==> src/rtl/xcvr_pkg.sv <==
package xcvr_pkg;

    localparam int DATA_W = 17;

    typedef enum logic [1:0] {
        PATH_KEEP = 2'd0,
        PATH_PASS = 2'd1,
        PATH_LOAD = 2'd2
    } path_mode_e;

    typedef struct packed {
        logic le;
        logic dclk;
        logic ce_n;
    } dir_ctrl_t;

    // Transparent beats the capture edge; a capture needs its enable low.
    function automatic path_mode_e pick_mode(dir_ctrl_t c, logic edge_seen);
        if (c.le)
            return PATH_PASS;
        else if (edge_seen && !c.ce_n)
            return PATH_LOAD;
        else
            return PATH_KEEP;
    endfunction

endpackage

==> src/rtl/xcvr_lane.sv <==
module xcvr_lane
    import xcvr_pkg::*;
#(
    parameter int W = DATA_W
) (
    input  logic         clk,
    input  logic         rst,
    input  logic [W-1:0] din,
    input  dir_ctrl_t    ctrl,
    output logic [W-1:0] dout,
    output logic         edge_seen,
    output logic         dclk_q
);

    logic [W-1:0] hold_q;
    path_mode_e   mode;

    assign edge_seen = ctrl.dclk & ~dclk_q;
    assign mode      = pick_mode(ctrl, edge_seen);

    always_ff @(posedge clk) begin
        if (rst) begin
            hold_q <= '0;
            dclk_q <= 1'b0;
        end else begin
            dclk_q <= ctrl.dclk;
            if (mode != PATH_KEEP)
                hold_q <= din;
        end
    end

    assign dout = (mode == PATH_PASS) ? din : hold_q;

    AST_HOLD_KEEP: assert property (@(posedge clk) disable iff (rst)
        (!ctrl.le && !(edge_seen && !ctrl.ce_n)) |=> (hold_q == $past(hold_q)))
        else $error("hold register moved without cause");

    AST_LOAD_ON_EDGE: assert property (@(posedge clk) disable iff (rst)
        (edge_seen && !ctrl.ce_n && !ctrl.le) |=> (hold_q == $past(din)))
        else $error("enabled capture edge did not load");

    AST_GATED_EDGE: assert property (@(posedge clk) disable iff (rst)
        (edge_seen && ctrl.ce_n && !ctrl.le) |=> $stable(hold_q))
        else $error("gated capture edge changed storage");

endmodule

==> src/rtl/xcvr_oe_sync.sv <==
module xcvr_oe_sync (
    input  logic clk,
    input  logic rst,
    input  logic edge_seen,
    input  logic oe_n,
    output logic drv_en
);

    always_ff @(posedge clk) begin
        if (rst)
            drv_en <= 1'b0;
        else if (edge_seen)
            drv_en <= ~oe_n;
    end

    AST_OE_ONLY_ON_EDGE: assert property (@(posedge clk) disable iff (rst)
        !edge_seen |=> $stable(drv_en))
        else $error("driver enable moved off the capture edge");

endmodule

==> src/rtl/bus_xcvr.sv <==
module bus_xcvr
    import xcvr_pkg::*;
#(
    parameter int W = DATA_W
) (
    input  logic         clk,
    input  logic         rst,
    input  logic [W-1:0] a_in,
    output logic [W-1:0] a_out,
    output logic         a_oe,
    input  logic [W-1:0] b_in,
    output logic [W-1:0] b_out,
    output logic         b_oe,
    input  logic         ab_le,
    input  logic         ab_clk_in,
    input  logic         ab_ce_n,
    input  logic         ab_oe_n,
    input  logic         ba_le,
    input  logic         ba_clk_in,
    input  logic         ba_ce_n,
    input  logic         ba_oe_n,
    output logic         fwd_clk
);

    dir_ctrl_t ab_ctrl, ba_ctrl;
    logic      ab_edge, ba_edge;
    logic      ab_clk_q, ba_clk_q;

    assign ab_ctrl = '{le: ab_le, dclk: ab_clk_in, ce_n: ab_ce_n};
    assign ba_ctrl = '{le: ba_le, dclk: ba_clk_in, ce_n: ba_ce_n};

    xcvr_lane #(.W(W)) u_ab (
        .clk       (clk),
        .rst       (rst),
        .din       (a_in),
        .ctrl      (ab_ctrl),
        .dout      (b_out),
        .edge_seen (ab_edge),
        .dclk_q    (ab_clk_q)
    );

    xcvr_lane #(.W(W)) u_ba (
        .clk       (clk),
        .rst       (rst),
        .din       (b_in),
        .ctrl      (ba_ctrl),
        .dout      (a_out),
        .edge_seen (ba_edge),
        .dclk_q    (ba_clk_q)
    );

    xcvr_oe_sync u_boe (
        .clk       (clk),
        .rst       (rst),
        .edge_seen (ab_edge),
        .oe_n      (ab_oe_n),
        .drv_en    (b_oe)
    );

    assign a_oe    = ~ba_oe_n & ~rst;
    assign fwd_clk = ab_clk_q;

    AST_FWD_FOLLOWS_CLK: assert property (@(posedge clk) disable iff (rst)
        $rose(fwd_clk) |-> $past(ab_clk_in))
        else $error("forwarded clock rose without a source edge");

    AST_DATA_WITH_FWD: assert property (@(posedge clk) disable iff (rst)
        ($rose(fwd_clk) && !ab_le && $past(!ab_le && !ab_ce_n)) |-> (b_out == $past(a_in)))
        else $error("B data lags the forwarded clock");

    AST_RESET_QUIET: assert property (@(posedge clk)
        rst |=> (!b_oe && !fwd_clk))
        else $error("drivers active after reset");

endmodule

==> config.mk <==
export PLATFORM = sky130hd
export DESIGN_NAME = bus_xcvr
export DESIGN_NICKNAME = d
export VERILOG_FILES = /design/src/rtl/xcvr_pkg.sv /design/src/rtl/xcvr_lane.sv /design/src/rtl/xcvr_oe_sync.sv /design/src/rtl/bus_xcvr.sv
export SDC_FILE = /design/constraint.sdc
export NUM_CORES = 1
export LEC_CHECK = 0
export CAP_MARGIN = 20
export CORE_UTILIZATION = 47
export CTS_CLUSTER_SIZE = 20
export DETAILED_ROUTE_END_ITERATION = 12
export HOLD_SLACK_MARGIN = 0.02
export PLACE_DENSITY = 0.84
export SYNTH_ARGS = -nofsm -noshare
export SYNTH_HDL_FRONTEND = slang
export SYNTH_SLANG_ARGS = --single-unit
==> constraint.sdc <==
create_clock -name clk -period 2.15 [get_ports clk]
set_input_delay 0.43 -clock clk [delete_from_list [all_inputs] [get_ports clk]]
set_output_delay 0.43 -clock clk [all_outputs]
set_load 0.005 [all_outputs]
==> results_tabular.tex <==
\begin{tabular}{lr}
\hline
Metric & Value \\
\hline
\multicolumn{2}{l}{\textbf{Outcome}} \\
\quad Outcome & complete, no violations \\
\multicolumn{2}{l}{\textbf{Power and ir drop}} \\
\quad Fraction of power consumed by sequential logic & 0.397 \\
\quad Switching component of the power & around 420 uW \\
\quad Worst supply voltage drop on vdd & approximately 460 uV \\
\quad Power density relative to cell area & 608.8 mW/mm\^{}2 \\
\quad Comb power frac & 0.232 \\
\quad Leakage power of the design & 0.001325 uW \\
\quad Power share of the clock group & 0.371 \\
\quad Int Pwr & 1492 uW \\
\quad Net Sw Frac & 0.2197 \\
\multicolumn{2}{l}{\textbf{Yosys}} \\
\quad Mean instance size in the synthesized netlist & around 11 um\^{}2 \\
\quad Async set-or-reset flop fraction in the synthesized netlist & 0 \\
\quad Dominant synthesized flop cell & sky130\_fd\_sc\_hd\_\_dfxtp\_1 \\
\quad Portion of synthesized cell area occupied by the leading cell type & 0.3562 \\
\quad Cells after Synth & 197 \\
\quad Syn. warnings & 0 \\
\quad Leading post-synthesis cells by instance count & 68 x sky130\_fd\_sc\_hd\_\_nand2b\_1, 37 x sky130\_fd\_sc\_hd\_\_dfxtp\_1, 34 x sky130\_fd\_sc\_hd\_\_mux2i\_1 \\
\quad Part of the Yosys area used for sequential elements & 0.3562 \\
\quad Post-synthesis cell type with the largest combined area & sky130\_fd\_sc\_hd\_\_dfxtp\_1 \\
\quad Post-synth EDFFs & 0 \\
\quad Synth Net Count & 241 \\
\quad Most frequent cell after synthesis & sky130\_fd\_sc\_hd\_\_nand2b\_1 \\
\quad Number of synthesized register bits & 37 \\
\quad Netlist cell types & 19 \\
\quad Cell types with the largest area share after synthesis & sky130\_fd\_sc\_hd\_\_dfxtp\_1 36\%, sky130\_fd\_sc\_hd\_\_nand2b\_1 20\%, sky130\_fd\_sc\_hd\_\_mux2i\_1 16\%, sky130\_fd\_sc\_hd\_\_mux2\_1 11\%, sky130\_fd\_sc\_hd\_\_mux2\_2 7.6\% \\
\quad Post-Syn Area & 0.002079 mm\^{}2 \\
\multicolumn{2}{l}{\textbf{Floorplanning}} \\
\quad Core Box Area & 0.004115 mm\^{}2 \\
\quad Y dimension of the die & about 70 um \\
\quad Width of the chip & 68.52 um \\
\quad Initial Util & 0.5053 \\
\quad IO Count & 81 \\
\quad Std cell rows & 23 \\
\quad Die Area & 0.004694 mm\^{}2 \\
\multicolumn{2}{l}{\textbf{Timing}} \\
\quad Worst slew slack as a fraction of its limit & 0.6826 \\
\quad Setup violation total in the final timing report & 0 \\
\quad Worst hold slack after final layout & 0.4751 ns \\
\quad Post-Route Setup TNS & 0 ns \\
\quad Final number of max-transition violations & 0 \\
\quad Tightest Pin Transition & 0.4761 ns \\
\quad Layout Skew & roughly 0.0049 ns \\
\quad Final Critical Period & 2.081 ns \\
\quad Timing-limited maximum frequency & 480.6 MHz \\
\quad Period Utilization, post-route & 0.9677 \\
\quad RSZ-0062 raised after global routing & false \\
\quad Final Hold Viols & 0 \\
\multicolumn{2}{l}{\textbf{Global route}} \\
\quad Initial antenna violation count & 0 \\
\quad Global router's overall resource usage & 0.1923 \\
\quad Met2 track demand over resource & 0.3382 \\
\quad Number of global-route vias before repair & 1444 \\
\quad Global routing's busiest layer & met2 \\
\quad Total congestion overflow after global routing & 0 \\
\quad Largest net degree at the start of global routing & 72 \\
\quad Global-route track usage on met1 & 0.2226 \\
\quad Met3 layer usage reported by global route & 0.05428 \\
\quad First-pass GRT wire length & 6534 um \\
\multicolumn{2}{l}{\textbf{Final layout}} \\
\quad Fillers & roughly 300 \\
\quad Layout cells sized above 1 & 0.1326 \\
\quad Synthesis-to-finish area growth & 51.02\% \\
\quad Number of nets in the final layout & 322 \\
\quad Share of the core filled with cells & 0.7632 \\
\quad Antenna diodes & 0 \\
\multicolumn{2}{l}{\textbf{Clock network}} \\
\quad Clock tree from TritonCTS & done \\
\quad CTS H-tree lvls & 2 \\
\quad Library cell used as clock root buffer & sky130\_fd\_sc\_hd\_\_clkbuf\_8 \\
\quad Bufs on Longest Clock Path & 2 \\
\quad Number of buffers inserted during clock tree synthesis & 5 \\
\quad Clock slew seen by the registers of the worst setup and hold paths & about 0.07 ns \\
\quad Total clock sinks & 37 \\
\quad Number of hold-repair buffers added at the cts stage & 0 \\
\quad Clock latency of the later-clocked register in the worst-skew pair & between 0.2 and 0.3 ns \\
\multicolumn{2}{l}{\textbf{Setup path}} \\
\quad CP arrival & about 1.7 ns \\
\quad Max stage delay on crit path & between 0.4 and 0.5 ns \\
\quad Setup slack of the worst register-to-register path & about 1 ns \\
\quad Crit Path Category & in -> out \\
\quad Critical path data required time & 1.72 ns \\
\quad CP Capture Type & output pin \\
\quad Critical-path cell with the highest stage delay & sky130\_fd\_sc\_hd\_\_clkdlybuf4s50\_1 \\
\quad Critical path startpoint category & input port \\
\quad Dominant delay contributor by cell family on the critical path & buffers and inverters \\
\quad Cell-by-cell listing of the critical path & clkdlybuf4s15\_2, buf\_12, mux2\_2, clkdlybuf4s50\_1 \\
\quad Crit Path Max Fanout & 9 \\
\quad Buf/Inv on CP & 3 \\
\multicolumn{2}{l}{\textbf{Placed design}} \\
\quad Final weighted congestion of routability-driven global placement & between 0.7 and 0.8 \\
\quad \# port buffers & 80 \\
\quad Total half-perimeter wirelength after legalization and detailed placement & 2940 um \\
\multicolumn{2}{l}{\textbf{Detailed routing}} \\
\quad ANT nets after route & 0 \\
\quad Via-per-instance ratio & $\sim$4.9 \\
\quad Routed wire length & approximately 4400 um \\
\quad Count of routing violations after the opening detailed-route iteration & 71 \\
\quad DRC violation count after routing & 0 \\
\quad Number of search-and-repair iterations in the first detailed-routing pass & 4 \\
\quad Routed length per instance & roughly 13 um \\
\quad Vias after detailed routing & 1601 \\
\multicolumn{2}{l}{\textbf{Min path}} \\
\quad Classification of the worst-slack hold path & reg -> reg \\
\multicolumn{2}{l}{\textbf{Run}} \\
\quad Max-cap viol count & 0 \\
\hline
\end{tabular}
## state kept, by name, summed over array words and instances (netlist names)
name and flops:
u_ab.dclk_q 1, u_boe.drv_en 1, u_ab.hold_q 17, u_ba.hold_q 17, u_ba.dclk_q 1
## cell families after synthesis
kind of cell / synth area share
DFF: 0.3562
muxes: 0.3478
and+or+nand+nor: 0.2407
buffers and inverters: 0.04392
AOI/OAI and AO/OA: 0.01144
## worst reg2reg max path: stages, from the launching register on
cell,delay [ns]
sky130_fd_sc_hd__dfxtp_1,0.39
sky130_fd_sc_hd__nor2b_4,0.07
sky130_fd_sc_hd__a21oi_4,0.16
sky130_fd_sc_hd__buf_12,0.19
sky130_fd_sc_hd__mux2i_1,0.24
## layout make-up
| type | count | area (um^2) | share of cell area |
|---|---|---|---|
| Multi-Input combinational cell | 145 | 1247 | 0.3972 |
| Tap cell | 50 | 62.56 | 0.01992 |
| Sequential cell | 37 | 740.7 | 0.2359 |
| Clock buffer | 5 | 68.82 | 0.02191 |
| Clock inverter | 3 | 65.06 | 0.02072 |
| Inverter | 1 | 3.754 | 0.001195 |
| Timing Repair Buffer | 88 | 952.2 | 0.3032 |
## final timing paths
path | cells past startpoint | end | start
hold reg to reg | 2 | u_ba.hold_q[5] | u_ba.hold_q[5]
setup / recovery | 4 | b_out[1] | ab_le
setup reg to reg | 4 | u_ab.hold_q[1] | u_ab.dclk_q
hold / removal | 2 | u_ba.hold_q[5] | u_ba.hold_q[5]
## cell usage in the layout (no fill, tap or decap), types with 2 or more instances in the layout
cell and count:
sky130_fd_sc_hd__mux2_1 20, sky130_fd_sc_hd__bufinv_16 2, sky130_fd_sc_hd__clkdlybuf4s50_1 73, sky130_fd_sc_hd__nand2b_1 68
sky130_fd_sc_hd__nor2_1 2, sky130_fd_sc_hd__mux2i_1 34, sky130_fd_sc_hd__buf_12 3, sky130_fd_sc_hd__mux2_2 14
sky130_fd_sc_hd__dlymetal6s2s_1 5, sky130_fd_sc_hd__buf_4 3, sky130_fd_sc_hd__clkbuf_8 5, sky130_fd_sc_hd__dfxtp_1 37
## power by group through the flow
stage	clock (uW)	combinational, uW	sequential (uW)
global placement	0	426	772
CTS	726	453	759
detailed placement	0	432	774
floorplan	0	207	767
global route	757	479	764
finish	710	443	759
## through the flow
step	setup slack [ns]	instances	power (uW)	cell area (um^2)
floorplan	0.5222	197	973.7	2079
global placement	-0.1950	318	1198	2930
detailed placement	-0.2525	318	1206	2930
CTS	0.01077	329	1938	3133
global route	0.03471	329	2000	3141
finish	0.06946	329	1912	3141
## what timing repair did
action,CTS,global route
buffers inserted,1,0
gates resized for setup,7,6
gates cloned,2,0
endpoints found under the setup margin,34,7
## per-layer routing
metal,up-vias,routed length [um]
met3,5,253
met2,49,2154
li1,820,-
met5,-,0
met1,727,1932
met4,0,39
Note: power is estimated with default switching activity, not from simulation.
